===== src/rtl/raf_pkg.sv =====
package raf_pkg;
  localparam logic [31:0] CRC_POLY = 32'hEDB8_8320;
  localparam logic [31:0] CRC_SEED = 32'hFFFF_FFFF;
  localparam int          ADDR_BYTES = 6;

  localparam logic [3:0] SEL_STA_LO    = 4'd0;
  localparam logic [3:0] SEL_STA_HI    = 4'd1;
  localparam logic [3:0] SEL_CTRL      = 4'd2;
  localparam logic [3:0] SEL_HASH_BASE = 4'd8;

  typedef struct packed {
    logic hash_en;   // bit 2
    logic all_grp;   // bit 1
    logic promisc;   // bit 0
  } raf_ctrl_t;

  // one byte of a reflected CRC-32, data LSB first
  function automatic logic [31:0] crc_step_byte(input logic [31:0] c_in, input logic [7:0] d);
    logic [31:0] c;
    c = c_in ^ {24'd0, d};
    for (int i = 0; i < 8; i++) c = c[0] ? ((c >> 1) ^ CRC_POLY) : (c >> 1);
    return c;
  endfunction

  function automatic logic [7:0] rev8(input logic [7:0] x);
    logic [7:0] r;
    for (int i = 0; i < 8; i++) r[i] = x[7-i];
    return r;
  endfunction

  // table index from the final CRC state
  function automatic logic [7:0] hash_index(input logic [31:0] crc, input bit wide);
    logic [7:0] r;
    r = rev8(~crc[7:0]);
    return wide ? r : {2'b00, r[7:2]};
  endfunction
endpackage


===== src/rtl/raf_cfg_regs.sv =====
module raf_cfg_regs
  import raf_pkg::*;
#(
  parameter int NWORDS = 2
) (
  input  logic                   clk,
  input  logic                   rst_n,
  input  logic                   wr_en,
  input  logic [3:0]             wr_sel,
  input  logic [31:0]            wr_data,
  input  logic                   snap,
  output logic [47:0]            act_station,
  output raf_ctrl_t              act_ctrl,
  output logic [NWORDS*32-1:0]   act_hash
);
  localparam int HBITS = NWORDS * 32;

  logic [31:0]      sta_lo_q;
  logic [15:0]      sta_hi_q;
  raf_ctrl_t        ctrl_q;
  logic [HBITS-1:0] hash_q;

  // staged (software-visible) copy
  always_ff @(posedge clk) begin
    if (!rst_n) begin
      sta_lo_q <= '0;
      sta_hi_q <= '0;
      ctrl_q   <= '0;
      hash_q   <= '0;
    end else if (wr_en) begin
      case (wr_sel)
        SEL_STA_LO: sta_lo_q <= wr_data;
        SEL_STA_HI: sta_hi_q <= wr_data[15:0];
        SEL_CTRL:   ctrl_q   <= raf_ctrl_t'(wr_data[2:0]);
        default: begin
          for (int k = 0; k < NWORDS; k++)
            if (wr_sel == SEL_HASH_BASE + 4'(k)) hash_q[k*32 +: 32] <= wr_data;
        end
      endcase
    end
  end

  // active copy, refreshed only when a frame begins
  always_ff @(posedge clk) begin
    if (!rst_n) begin
      act_station <= '0;
      act_ctrl    <= '0;
      act_hash    <= '0;
    end else if (snap) begin
      act_station <= {sta_hi_q, sta_lo_q};
      act_ctrl    <= ctrl_q;
      act_hash    <= hash_q;
    end
  end

  property p_cfg_held;
    @(posedge clk) disable iff (!rst_n)
      !snap |=> ($stable(act_ctrl) && $stable(act_station) && $stable(act_hash));
  endproperty
  AST_CFG_HELD_MID_FRAME: assert property (p_cfg_held);
endmodule


===== src/rtl/raf_crc_unit.sv =====
module raf_crc_unit
  import raf_pkg::*;
(
  input  logic        clk,
  input  logic        rst_n,
  input  logic        en,
  input  logic        restart,
  input  logic [7:0]  din,
  output logic [31:0] crc_q,
  output logic [31:0] crc_next
);
  assign crc_next = crc_step_byte(restart ? CRC_SEED : crc_q, din);

  always_ff @(posedge clk) begin
    if (!rst_n)  crc_q <= CRC_SEED;
    else if (en) crc_q <= crc_next;
  end

  property p_crc_idle;
    @(posedge clk) disable iff (!rst_n) !en |=> $stable(crc_q);
  endproperty
  AST_CRC_HOLD_IN_GAP: assert property (p_crc_idle);
endmodule


===== src/rtl/raf_addr_capture.sv =====
module raf_addr_capture
  import raf_pkg::*;
(
  input  logic        clk,
  input  logic        rst_n,
  input  logic        rx_valid,
  input  logic        rx_sof,
  input  logic [7:0]  rx_byte,
  output logic        take,
  output logic        first,
  output logic        last,
  output logic [47:0] dest_now
);
  localparam logic [2:0] IDLE = 3'(ADDR_BYTES);

  logic [2:0]  cnt_q;
  logic [2:0]  pos;
  logic [47:0] addr_q;

  assign pos      = rx_sof ? 3'd0 : cnt_q;
  assign take     = rx_valid && (rx_sof || cnt_q != IDLE);
  assign first    = take && (pos == 3'd0);
  assign last     = take && (pos == IDLE - 3'd1);
  assign dest_now = {rx_byte, addr_q[39:0]};

  always_ff @(posedge clk) begin
    if (!rst_n) begin
      cnt_q  <= IDLE;
      addr_q <= '0;
    end else if (take) begin
      addr_q[8*int'(pos) +: 8] <= rx_byte;
      cnt_q <= pos + 3'd1;
    end
  end
endmodule


===== src/rtl/rx_addr_filter.sv =====
module rx_addr_filter
  import raf_pkg::*;
#(
  parameter bit WIDE_HASH = 1'b0
) (
  input  logic        clk,
  input  logic        rst_n,
  input  logic        cfg_we,
  input  logic [3:0]  cfg_sel,
  input  logic [31:0] cfg_wdata,
  input  logic        rx_valid,
  input  logic        rx_sof,
  input  logic [7:0]  rx_byte,
  output logic        dec_valid,
  output logic        dec_accept
);
  localparam int NWORDS = WIDE_HASH ? 8 : 2;
  localparam int HBITS  = NWORDS * 32;

  // named internal events
  logic             byte_take, first_byte, last_byte;
  logic [47:0]      dest_now, act_station;
  raf_ctrl_t        act_ctrl;
  logic [HBITS-1:0] act_hash;
  logic [31:0]      crc_q, crc_next;
  logic [7:0]       hidx;
  logic [31:0]      hash_word;
  logic             is_group, is_bcast, sta_hit, hash_hit, accept_now;

  raf_cfg_regs #(.NWORDS(NWORDS)) u_cfg (
    .clk, .rst_n, .wr_en(cfg_we), .wr_sel(cfg_sel), .wr_data(cfg_wdata),
    .snap(first_byte), .act_station, .act_ctrl, .act_hash
  );

  raf_addr_capture u_cap (
    .clk, .rst_n, .rx_valid, .rx_sof, .rx_byte,
    .take(byte_take), .first(first_byte), .last(last_byte), .dest_now
  );

  raf_crc_unit u_crc (
    .clk, .rst_n, .en(byte_take), .restart(first_byte), .din(rx_byte),
    .crc_q, .crc_next
  );

  assign hidx = hash_index(crc_next, WIDE_HASH);

  always_comb begin
    hash_word = '0;
    for (int k = 0; k < NWORDS; k++)
      if (hidx[7:5] == 3'(k)) hash_word = act_hash[k*32 +: 32];
  end

  assign hash_hit   = hash_word[hidx[4:0]];
  assign is_group   = dest_now[0];
  assign is_bcast   = &dest_now;
  assign sta_hit    = (dest_now == act_station);
  assign accept_now = act_ctrl.promisc || is_bcast || sta_hit ||
                      (is_group && (act_ctrl.all_grp || (act_ctrl.hash_en && hash_hit)));

  always_ff @(posedge clk) begin
    if (!rst_n) begin
      dec_valid  <= 1'b0;
      dec_accept <= 1'b0;
    end else begin
      dec_valid  <= last_byte;
      dec_accept <= last_byte && accept_now;
    end
  end

  AST_DEC_AFTER_SIXTH: assert property (@(posedge clk) disable iff (!rst_n) last_byte |=> dec_valid);
  AST_NO_STRAY_DEC: assert property (@(posedge clk) disable iff (!rst_n) !last_byte |=> !dec_valid);
  AST_PROMISC_TAKES_ALL: assert property (@(posedge clk) disable iff (!rst_n)
    (last_byte && act_ctrl.promisc) |=> dec_accept);
  AST_BCAST_TAKEN: assert property (@(posedge clk) disable iff (!rst_n)
    (last_byte && is_bcast) |=> dec_accept);
  AST_UNICAST_MISS_DROPS: assert property (@(posedge clk) disable iff (!rst_n)
    (last_byte && !act_ctrl.promisc && !is_group && !sta_hit) |=> !dec_accept);
endmodule


===== config.mk =====
export PLATFORM = sky130hd
export DESIGN_NAME = rx_addr_filter
export DESIGN_NICKNAME = d
export VERILOG_FILES = /design/src/rtl/raf_pkg.sv /design/src/rtl/raf_cfg_regs.sv /design/src/rtl/raf_crc_unit.sv /design/src/rtl/raf_addr_capture.sv /design/src/rtl/rx_addr_filter.sv
export SDC_FILE = /design/constraint.sdc
export NUM_CORES = 1
export LEC_CHECK = 0
export ABC_AREA = 0
export BUFFER_PORTS_ARGS = -buffer_cell sky130_fd_sc_hd__clkbuf_2
export CORE_MARGIN = 3
export CORE_UTILIZATION = 55
export CTS_BUF_LIST = sky130_fd_sc_hd__clkbuf_4
export CTS_CLUSTER_SIZE = 12
export DETAILED_ROUTE_END_ITERATION = 10
export HOLD_SLACK_MARGIN = 0.12
export PLACE_DENSITY_LB_ADDON = 0.05
export SLEW_MARGIN = 5
export SYNTH_ARGS = -nofsm -noshare
export SYNTH_HDL_FRONTEND = slang
export SYNTH_SLANG_ARGS = --single-unit

===== constraint.sdc =====
create_clock -name clk -period 6.3 [get_ports clk]
set_input_delay 0.945 -clock clk [delete_from_list [all_inputs] [get_ports clk]]
set_output_delay 0.945 -clock clk [all_outputs]
set_load 0.005 [all_outputs]

==> results of run 1 <==
[power groups by stage]
stage	Clock (mW)	Sequential [mW]	Combinational, mW
after detailed placement	0	2.10	1.06
after global placement	0	2.10	1.05
final	1.83	2.06	1.07
after floorplan	0	2.07	0.892
after CTS	1.87	2.06	1.07
after global routing	1.97	2.07	1.17
[registers in the layout (all words and copies together) (netlist names)]
register	count
dec_accept	1
dec_valid	1
u_cap.addr_q	40
u_cap.cnt_q	3
u_cfg.act_ctrl	3
u_cfg.act_hash	64
u_cfg.act_station	48
u_cfg.ctrl_q	3
u_cfg.hash_q	64
u_cfg.sta_hi_q	16
u_cfg.sta_lo_q	32
u_crc.crc_q	32
[routing by layer]
metal / wire [um] / GRT usage, % / up-vias
li1: - / - / 5465
met1: 17180 / 38.25 / 5269
met2: 16290 / 41.63 / 297
met3: 2191 / 5.413 / 67
met4: 1141 / 11.30 / 0
met5: 0 / 0 / -
[synthesized netlist by cell type, drive strengths merged, types with 2 or more instances]
cell type | n | share of area, %
nand2 | 517 | 14
dfxtp | 307 | 44
a21boi | 235 | 13
clkbuf | 87 | 2.3
xnor2 | 79 | 5.2
xor2 | 75 | 5.0
mux2i | 59 | 4.2
nor2 | 37 | 1.0
nor2b | 37 | 1.7
o211ai | 33 | 1.8
buf | 30 | 1.0
nand4 | 18 | 0.81
nor4 | 18 | 0.91
nand3 | 14 | 0.50
mux2 | 7 | 0.56
nor3 | 7 | 0.29
o21ai | 6 | 0.21
and2 | 5 | 0.22
a21oi | 4 | 0.17
and3 | 4 | 0.18
ha | 4 | 0.36
inv | 4 | 0.11
mux4 | 4 | 0.64
nand2b | 3 | 0.13
o2111ai | 3 | 0.19
o22ai | 3 | 0.13
a22oi | 2 | 0.11
nand3b | 2 | 0.11
o211a | 2 | 0.14
o2bb2ai | 2 | 0.13
o31ai | 2 | 0.14
[cells in the final DEF, fill, tap and decap left out, types with 4 or more instances in the layout]
| master | netlist | routed |
|---|---|---|
| buf_4 | 4 | 11 |
| nand2_1 | 517 | 515 |
| nor3_1 | 6 | 6 |
| xnor2_1 | 74 | 74 |
| nand3_1 | 14 | 14 |
| nor2b_1 | 36 | 36 |
| o211ai_1 | 33 | 33 |
| clkbuf_2 | 1 | 49 |
| mux2_2 | 7 | 7 |
| mux2i_1 | 59 | 59 |
| dfxtp_1 | 307 | 307 |
| clkinv_1 | 0 | 4 |
| xnor2_2 | 5 | 5 |
| nor2_1 | 34 | 33 |
| nand4_1 | 18 | 18 |
| clkbuf_4 | 0 | 128 |
| and3_1 | 4 | 4 |
| mux4_2 | 4 | 4 |
| nor4_1 | 17 | 16 |
| ha_1 | 4 | 4 |
| a21boi_0 | 235 | 235 |
| xor2_1 | 71 | 71 |
| o21ai_0 | 5 | 5 |
| and2_1 | 5 | 5 |
[final cells by class]
type / instances / area [um2]
tap: 324 / 405.4
clock buffer: 128 / 960.9
inverter: 4 / 15.01
sequential: 307 / 6146
timing repair buffer: 61 / 339.1
multi-input combinational: 1198 / 7387
antenna: 1 / 2.502
clock inverter: 8 / 113.9
fill: 2313 / 9306
[kinds of logic after synthesis]
family | after synthesis | share of synthesized area (%)
simple gates | 671 | 20.31
mux | 70 | 5.430
fa+ha+maj | 4 | 0.3578
flops | 307 | 43.94
compound gates | 297 | 15.92
xor+xnor | 156 | 10.54
buf+inv | 121 | 3.498
[how the worst max path moves through the flow]
stage	slack (ns)	end	from
2_1_floorplan	2.65	dec_accept$_SDFF_PN0_	rx_sof
3_3_place_gp	1.65	dec_accept$_SDFF_PN0_	rx_sof
3_5_place_dp	1.56	dec_accept$_SDFF_PN0_	rx_sof
4_1_cts	2.20	dec_accept$_SDFF_PN0_	u_cap.cnt_q[0]$_SDFFE_PN0P_
5_1_grt	1.85	dec_accept$_SDFF_PN0_	u_cap.cnt_q[0]$_SDFFE_PN0P_
6_report	2.18	dec_accept$_SDFF_PN0_	u_cap.cnt_q[0]$_SDFFE_PN0P_
[metrics by stage]
stage | setup WS (ns) | std cells
floorplan | 2.648 | 1626
global placement | 1.648 | 1894
detailed placement | 1.555 | 1894
CTS | 2.196 | 2030
global route | 1.853 | 2031
finish | 2.176 | 2031
[worst max-delay path: stages, from the launching register on]
cell and delay, ns:
dfxtp_1 0.34, inv_1 0.06, nor2_1 0.35, inv_2 0.11
ha_1 0.23, ha_1 0.41, and2_1 0.31, nand2_4 0.52
a21oi_2 0.15, nor2b_2 0.44, mux4_2 0.56, a22oi_1 0.22
nand4_1 0.13, o31ai_2 0.17
==> results.md, run 1 <==
- Root Buffer: clkbuf_4
- Worst EP required: around 7 ns
- Residual DRC: 0
- Startpoint Class: flip-flop
- Number of global-route vias before repair: 10.73k
- Synth-to-Final Area Change: 9.884%
- Die area: 27380 um2
- Routed Antenna Nets: 0
- Cell Area, Placed: ~14000 um2
- Setup TNS: 0 ns
- Longest Clk Path Bufs: 3
- Hold_buf cts: 0
- Clock-pin slew on the worst setup and hold paths: approximately 0.060 ns
- Post-synthesis async set-or-reset flop share: 0%
- Syn. warnings: 0
- Hold Path Stages: 2
- Post-synth EDFFs: 0
- Detailed Route WL: 36.80 mm
- Die Span Y: 165.5 um
- Int Pwr: roughly 3.5 mW
- Unique masters post-synth: 62
- Final instance area: about 15000 um2
- Pins Over Slew Limit: 0
- Worst-Margin Slew: 1.183 ns
- Via density per instance: 5.464
- Lkg Pwr: 5.668 nW
- Setup-failing EPs final: 0
- # IOs: 51
- CP max FO: 60
- Clock Skew: 0.04634 ns
- Global-route usage over all layers: 27.42%
- Mean Syn Cell Area: 8.602 um2
- R2r worst-path depth: 13
- Initial DRC count: 802
- TritonCTS Buffers: 81
- Slew headroom: 21.15%
- Hold Crit Start: u_cfg.sta_lo_q[30]$_SDFFE_PN0P_
- RSZ-0062 raised after global routing: false
- Htree depth: 3
- Hpwl dp: 23.89 mm
- TritonCTS Sinks: roughly 310
- Main synth FF type: dfxtp_1
- Max-Cap Viols: 0
- 1st-pass router iterations: 8
- Clk_lat worst skew: 0.70 ns
- Grt ovf: 0
- Final design utilization: 62.29%
- FP Rows: between 50 and 60
- Setup CP Type: reg2reg
- First-pass GRT wire length: 58.51 mm
- Largest net degree at the start of global routing: approximately 160
- Tmin final: around 4.1 ns
- #FFs+latches synth: 307
- RR Endpoint: dec_accept$_SDFF_PN0_
- R2r setup slk: 2.18 ns
- Wire length per cell: roughly 18 um
- Syn_nets: between 1.5k and 2k
- P_sw: 1.473 mW
- Pwr dens: around 320 nW/um2
- Design Power: 4.968 mW
- Sink of the worst hold path: u_cfg.act_station[30]$_SDFFE_PN0P_
- Nets: 1706
- CTS tree: yes
- Initial antenna violation count: 1
- Worst Path Arrival: 4.72 ns
- Initial Utilization: 56.68%
- Clock power frac: 36.9%
- Switching Share: between 20% and 30%
- I/O Buffers: 50
- Vias post-DR: 11.10k
- Hold Violations, Final: 0
- Layout cell share with drive strength beyond 1: 13.54%
- Comb power frac: 21.6%
- Min-delay worst type: reg2reg
- Hold WS: 0.4488 ns
- VDD IR max: 228.1 uV
- Die width: 165.5 um
- CP Capture Type: flip-flop
- Register area share after synthesis: 43.94%
- CTS resizes: 0
- GP Congestion: 0.8733
- Core footprint: around 25000 um2
- Post-Synthesis Cells: 1626
- Outcome: complete, no violations
- Period Utilization, post-route: 65.45%
- FMAX: 242.5 MHz
- Postcts setup bufs: 0
- Mapped cell area: roughly 14000 um2
- RR Startpoint: u_cap.cnt_q[0]$_SDFFE_PN0P_
- Share of power burned in registers: 41.5%
Note: power is estimated with default switching activity, not from simulation.
==> run 2: changes to the inputs <==
- ABC_AREA: 0 -> 1
- clock period: 6.3 -> 3.55 ns (I/O delays scaled with it)
==> results.md, run 2 <==
- Outcome: complete, no violations
- First-pass GRT wire length: 58.96 mm (+0.78%)
- Mean Syn Cell Area: 7.546 um2 (-12%)
- Synth area leaders: dfxtp_1 47%, o21ai_0 10%, a21oi_1 8.1%, nand2_1 6.9%, nor2_1 5.3%
- FP Rows: 56 (-1.8%)
- Initial DRC count: 856 (+6.7%)
- Pins Over Slew Limit: 0 (unchanged)
- Min-delay worst type: in2reg
- Lkg Pwr: 6.183 nW (+9.1%)
- Clock Skew: 0.05370 ns (+0.007361 ns)
- Register area share after synthesis: 46.52% (+2.6 points)
- Max-Cap Viols: 0 (unchanged)
- 1st-pass router iterations: 5 (-3)
- Residual DRC: 0 (unchanged)
- Post-synth EDFFs: 0 (unchanged)
- CP max FO: 16 (-73%)
- Number of global-route vias before repair: 10.98k (+2.3%)
- Period Utilization, post-route: 88.90% (+23 points)
- Slew headroom: 39.58% (+18 points)
- Syn. warnings: 0 (unchanged)
- Main synth FF type: dfxtp_1
- Mapped cell area: 13210 um2 (-5.5%)
- CP Capture Type: flip-flop
- Hold Crit Start: cfg_wdata[18]
- I/O Buffers: 50 (unchanged)
- Core footprint: 23540 um2 (-4.6%)
- TritonCTS Sinks: 307 (unchanged)
- Clk_lat worst skew: 0.70 ns (about the same)
- Synth area leader: dfxtp_1
- Layout cell share with drive strength beyond 1: 14.42% (+0.88 points)
- Nets: 1889 (+11%)
- TritonCTS Buffers: 81 (unchanged)
- Syn_nets: 1804 (+7.4%)
- Initial antenna violation count: 1 (unchanged)
- Startpoint Class: flip-flop
- Worst Path Arrival: 3.74 ns (-0.98 ns)
- Setup TNS: 0 ns (unchanged)
- Unique masters post-synth: 41 (-34%)
- Synth top area share: 46.52% (+2.6 points)
- Clock-pin slew on the worst setup and hold paths: 0.06 ns (about the same)
- Hold Violations, Final: 0 (unchanged)
- Worst-Margin Slew: 0.9037 ns (-0.2790 ns)
- Top flop regs: u_cfg.act_hash x64, u_cfg.hash_q x64, u_cfg.act_station x48
- Global-route usage over all layers: 28.61% (+1.2 points)
- RR Startpoint: u_cap.cnt_q[0]$_SDFFE_PN0P_
- RSZ-0062 raised after global routing: false
- Htree depth: 3 (unchanged)
- Largest net degree at the start of global routing: 93 (-43%)
- # IOs: 51 (unchanged)
- Die width: 161.0 um (-2.7%)
- CTS resizes: 0 (unchanged)
- Hold WS: 0.1702 ns (-0.2787 ns)
- GP Congestion: 0.9153 (+4.8%)
- Most instantiated cells after synthesis: 307 x dfxtp_1, 267 x o21ai_0, 243 x nand2_1
- Detailed Route WL: 37.43 mm (+1.7%)
- Via density per instance: 5.413 (-0.93%)
- Die Span Y: 161.0 um (-2.7%)
- Post-Synthesis Cells: 1751 (+7.7%)
- Longest Clk Path Bufs: 3 (unchanged)
- Tmin final: 3.156 ns (-0.9676 ns)
- VDD IR max: 320.4 uV (+40%)
- Routed Antenna Nets: 0 (unchanged)
- Commonest non-fill, non-tap cell in the layout: dfxtp_1
- CTS tree: yes
- Wire length per cell: 17.02 um (-6.1%)
- #FFs+latches synth: 307 (unchanged)
- FMAX: 316.9 MHz (+31%)
- Crit path launch: u_cap.cnt_q[0]$_SDFFE_PN0P_
- Most frequent cells in the layout: 307 x dfxtp_1, 267 x o21ai_0, 243 x nand2_1, 213 x a21oi_1, 186 x nor2_1
- Synth-to-Final Area Change: 12.87%
- Setup-failing EPs final: 0 (unchanged)
- Setup CP Type: reg2reg
- Initial Utilization: 56.12% (-0.56 points)
- Hpwl dp: 25.31 mm (+6.0%)
- Post-synthesis async set-or-reset flop share: 0% (unchanged)
- Pwr dens: 563.0 nW/um2 (+74%)
- Worst EP required: 4.13 ns (-2.76 ns)
- Root Buffer: clkbuf_4
- Top-count cell post-synth: dfxtp_1
- FILL cells: 2224 (-3.8%)
- Vias post-DR: 11.90k (+7.3%)
- Die area: 25920 um2 (-5.3%)
- Grt ovf: 0 (unchanged)
==> run 2: cell types whose count changed after synthesis, moves of 17 or more <==
| cell | change |
|---|---|
| nand2_1 | -274 |
| o21ai_0 | +262 |
| a21boi_0 | -235 |
| a21oi_1 | +210 |
| inv_1 | +157 |
| nor2_1 | +152 |
| mux2i_1 | -59 |
| nand3_1 | +55 |
| xor2_1 | -50 |
| nor2b_1 | -36 |
| o211ai_1 | -21 |
| xnor2_1 | -17 |
==> run 2: stage by stage <==
stage	power [mW]	cell area (um2)	worst slack, ns	cells	utilization, %
finish	8.396	14910	0.3939	2199	63.35
global placement	5.430	13780	0.2098	2057	58.55
global route	8.851	14910	0.07888	2199	63.35
floorplan	4.943	13210	0.5076	1751	-
detailed placement	5.439	13780	0.1477	2057	58.55
CTS	8.475	14910	0.3954	2198	63.33
==> run 2: critical path, cell delays in order, from the launching register on <==
cell and delay (ns):
dfxtp_1 0.32, inv_1 0.06, nor2_1 0.12, inv_1 0.08
ha_1 0.20, ha_1 0.22, nand3_4 0.21, buf_4 0.21
nand2_2 0.08, nand2_1 0.08, nand2_2 0.10, nand2_1 0.10
nand2_2 0.15, inv_2 0.14, nand3_1 0.11, nand2_2 0.17
nand2_1 0.07, nand3_1 0.07, nand3_1 0.07, nand3_1 0.10
nand2_1 0.06, nand2_1 0.05, nand3_1 0.07, nand2_1 0.07
nand2_1 0.06, a21oi_2 0.11
==> run 2: routing by layer <==
metal | part of all wire, % | global-route usage, %
met2 | 44 | 44.10
met4 | 3.7 | 10.99
met3 | 6.1 | 5.668
met1 | 46 | 39.91
met5 | 0 | 0
==> run 2: cell type report <==
cell class | instances | area [um2] | area share [%]
Timing Repair Buffer | 106 | 739.5 | 4.958
Antenna cell | 1 | 2.502 | 0.01678
Multi-Input combinational cell | 1173 | 6021 | 40.37
Clock inverter | 9 | 97.59 | 0.6544
Tap cell | 319 | 399.1 | 2.676
Clock buffer | 117 | 878.3 | 5.890
Inverter | 167 | 629.4 | 4.220
Sequential cell | 307 | 6146 | 41.21
==> run 2: repair_timing <==
item / CTS / global route
hold buffers: 15 / 0
setup buffers: 0 / 0
hold endpoints to repair: 24 / 0
==> run 2: final timing paths <==
| check | to | slack (ns) | depth (start not counted) |
|---|---|---|---|
| setup / recovery | dec_accept$_SDFF_PN0_ | 0.39 | 25 |
| hold / removal | u_cfg.hash_q[50]$_SDFFE_PN0P_ | 0.17 | 3 |
| setup reg to reg | dec_accept$_SDFF_PN0_ | 0.39 | 25 |
| hold reg to reg | u_cfg.act_station[39]$_SDFFE_PN0P_ | 0.43 | 2 |
==> run 2: logic make-up (layout without fill, tap and decap cells) <==
group	count (synthesis)	count (layout)	synth area share, %
other	0	1	0
xor gates and xnor gates	84	84	6.080
adders and majority gates	4	4	0.3788
buffers and inverters	271	399	8.040
AOI/OAI and AO/OA	506	506	19.76
and+or+nand+nor	579	579	19.22
DFF	307	307	46.52
==> run 2: power by group <==
| group | internal (mW) | switching [mW] | total, mW |
|---|---|---|---|
| combinational | 0.608 | 1.07 | 1.68 |
| sequential | 3.62 | 0.0920 | 3.71 |
| clock | 1.63 | 1.37 | 3.01 |
==> run 3: changes to the inputs <==
- SYNTH_HIERARCHICAL: default -> 1
==> results.md, run 3 <==
- Root Buffer: clkbuf_4
- Worst EP required: 4.16 ns (+0.03 ns)
- Hold Crit Start: cfg_wdata[14]
- Dpl ws: -0.03106 ns (-0.1788 ns)
- Grt ovf: 0 (unchanged)
- FP Rows: 58 (+3.6%)
- Min-delay worst type: in2reg
- # IOs: 51 (unchanged)
- Int Pwr: 5.921 mW (+1.0%)
- Setup-failing EPs final: 0 (unchanged)
- Clock-pin slew on the worst setup and hold paths: 0.07 ns (about the same)
- Largest net degree at the start of global routing: 154 (+66%)
- Vias post-DR: 12.94k (+8.7%)
- I/O Buffers: 50 (unchanged)
- RSZ-0062 raised after global routing: false
- Mean Syn Cell Area: 7.090 um2 (-6.0%)
- Tmin final: 3.217 ns (+0.06137 ns)
- Mapped cell area: 14290 um2 (+8.1%)
- First-pass GRT wire length: 62.94 mm (+6.8%)
- VDD IR max: 303.5 uV (-5.3%)
- Commonest non-fill, non-tap cell in the layout: nand2_1
- Synth-to-Final Area Change: 10.53%
- Clock power frac: 33.4% (-2.4 points)
- Hold WS: 0.1723 ns (+0.002101 ns)
- Htree depth: 3 (unchanged)
- Initial antenna violation count: 1 (unchanged)
- Comb power frac: 23.1% (+3.1 points)
- Number of global-route vias before repair: 12.39k (+13%)
- Switching Share: 32.22% (+2.0 points)
- Routed Antenna Nets: 0 (unchanged)
- Sink of the worst hold path: u_cfg/hash_q[14]$_SDFFE_PN0P_
- Final instance area: 15790 um2 (+5.9%)
- Cell Area, Placed: 14690 um2 (+6.6%)
- Most frequent cells in the layout: 479 x nand2_1, 392 x nor2_1, 307 x dfxtp_1, 141 x o21ai_0, 133 x inv_1
- Period Utilization, post-route: 90.63% (+1.7 points)
- Hold Violations, Final: 0 (unchanged)
- Postcts setup bufs: 0 (unchanged)
- Lkg Pwr: 7.324 nW (+18%)
- Longest Clk Path Bufs: 3 (unchanged)
- GP Congestion: 0.9055 (-1.1%)
- TritonCTS Buffers: 82 (+1.2%)
- Syn_nets: 2069 (+15%)
- Residual DRC: 0 (unchanged)
- TritonCTS Sinks: 307 (unchanged)
- Final design utilization: 62.35% (-1.0 points)
- R2r worst-path depth: 24 (-4.0%)
- Hold Path Stages: 3 (unchanged)
- Clk_lat worst skew: 0.70 ns (about the same)
- RR Endpoint: dec_accept$_SDFF_PN0_
- Nets: 2149 (+14%)
- Clock Skew: 0.04207 ns (-0.01163 ns)
- 1st-pass router iterations: 5 (unchanged)
- Die width: 167.2 um (+3.8%)
- Core footprint: 25330 um2 (+7.6%)
- Outcome: complete, no violations
- Initial Utilization: 56.41% (+0.29 points)
- Share of power burned in registers: 43.4% (-0.8 points)
- Initial DRC count: 1005 (+17%)
- Pins Over Slew Limit: 0 (unchanged)
- FMAX: 310.8 MHz (-1.9%)
- RR Startpoint: u_cap/cnt_q[1]$_SDFFE_PN1P_
- CP max FO: 16 (unchanged)
- Syn. warnings: 6 (+6)
- Wire length per cell: 15.66 um (-8.0%)
- Pwr dens: 553.2 nW/um2 (-1.7%)
- CTS tree: yes
- Layout cell share with drive strength beyond 1: 13.34% (-1.1 points)
- CP Capture Type: flip-flop
- Worst Path Arrival: 3.82 ns (+0.08 ns)
- Die area: 27940 um2 (+7.8%)
- Startpoint Class: flip-flop
- Global-route usage over all layers: 27.41% (-1.2 points)
- Max-Cap Viols: 0 (unchanged)
- FILL cells: 2382 (+7.1%)
- Top flop regs: u_cfg/act_hash x64, u_cfg/hash_q x64, u_cfg/act_station x48
- Worst-Margin Slew: 1.028 ns (+0.1246 ns)
- Setup CP Type: reg2reg
- Via density per instance: 5.227 (-3.5%)
- Detailed Route WL: 38.77 mm (+3.6%)
- Setup ws final: 0.3326 ns (-0.06137 ns)
- Hpwl dp: 25.71 mm (+1.6%)
- Die Span Y: 167.2 um (+3.8%)
- R2r setup slk: 0.33 ns (-0.06 ns)
- Design Power: 8.736 mW (+4.1%)
- P_sw: 2.815 mW (+11%)
- Slew headroom: 31.02% (-8.6 points)
- Post-Synthesis Cells: 2015 (+15%)
## run 3: changes by cell type in the layout (fill, tap and decap cells not counted), sizes merged, moves of 15 or more
cell	previous run	this run
nand2	266	503
nor2	187	406
o21ai	269	147
a21oi	214	129
inv	166	144
nand3	75	93
xor2	23	39
nand4	23	38
## run 3: worst max path at each step
stage               slack (ns)  cells after the start                    end                         from
floorplan                 0.05                     28  dec_accept$_SDFF_PN0_                       rx_sof
global placement          0.08                     26  dec_accept$_SDFF_PN0_                       rx_sof
detailed placement       -0.03                     26  dec_accept$_SDFF_PN0_                       rx_sof
CTS                       0.34                     24  dec_accept$_SDFF_PN0_  u_cap/cnt_q[0]$_SDFFE_PN0P_
global route              0.05                     24  dec_accept$_SDFF_PN0_  u_cap/cnt_q[0]$_SDFFE_PN0P_
finish                    0.33                     24  dec_accept$_SDFF_PN0_  u_cap/cnt_q[1]$_SDFFE_PN1P_
## run 3: power groups by stage
stage	Sequential, mW	Clock (mW)	Combinational [mW]
6_report	3.79	2.92	2.02
5_1_grt	3.81	3.19	2.27
4_1_cts	3.80	3.01	2.01
3_5_place_dp	3.87	0	1.98
3_3_place_gp	3.87	0	1.94
2_1_floorplan	3.81	0	1.52
## run 3: stage by stage
| stage | setup TNS [ns] | instances |
|---|---|---|
| floorplan | 0 | 2015 |
| CTS | 0 | 2474 |
| finish | 0 | 2476 |
| detailed placement | -0.03106 | 2327 |
| global placement | 0 | 2327 |
| global route | 0 | 2476 |
## run 3: timing repair
item	4_1_cts	5_1_grt
endpoints found under the hold margin	39	0
hold buffers	14	0
setup endpoints to repair	0	1
gates resized for setup	0	1
## run 3: critical path: stages (launching register included)
cell and delay, ns:
dfxtp_1 0.34, nand2_1 0.10, ha_1 0.15, ha_1 0.17, inv_1 0.08, nor2_4 0.27, nor2_1 0.07, nand2_1 0.15
nand2_4 0.08, xor2_2 0.21, xor2_1 0.20, nand2_1 0.09, and2_1 0.24, buf_4 0.22, nand3_1 0.10, nand3_1 0.08
nand2_1 0.09, nand2_1 0.05, nand3_1 0.06, nand3b_1 0.07, nand2_1 0.06, nand2_1 0.05, nand2_1 0.05, nand2_1 0.05
a21oi_2 0.12
## run 3: per-layer routing
metal / up-vias / track usage [%] / share of wire, %
li1: 6538 / - / -
met5: - / 0 / 0
met3: 92 / 4.958 / 5.9
met2: 364 / 44.47 / 46
met4: 0 / 10.42 / 2.9
met1: 5947 / 36.74 / 45
## run 3: area by class of cell
class,count,area [um2],area share (%)
tap,330,412.9,2.615
clock buffer,110,825.8,5.230
inverter,144,550.5,3.487
sequential,307,6146,38.92
multi-input combinational,1446,6913,43.78
antenna,2,5.005,0.03170
clock inverter,23,127.6,0.8082
timing repair buffer,114,809.5,5.127
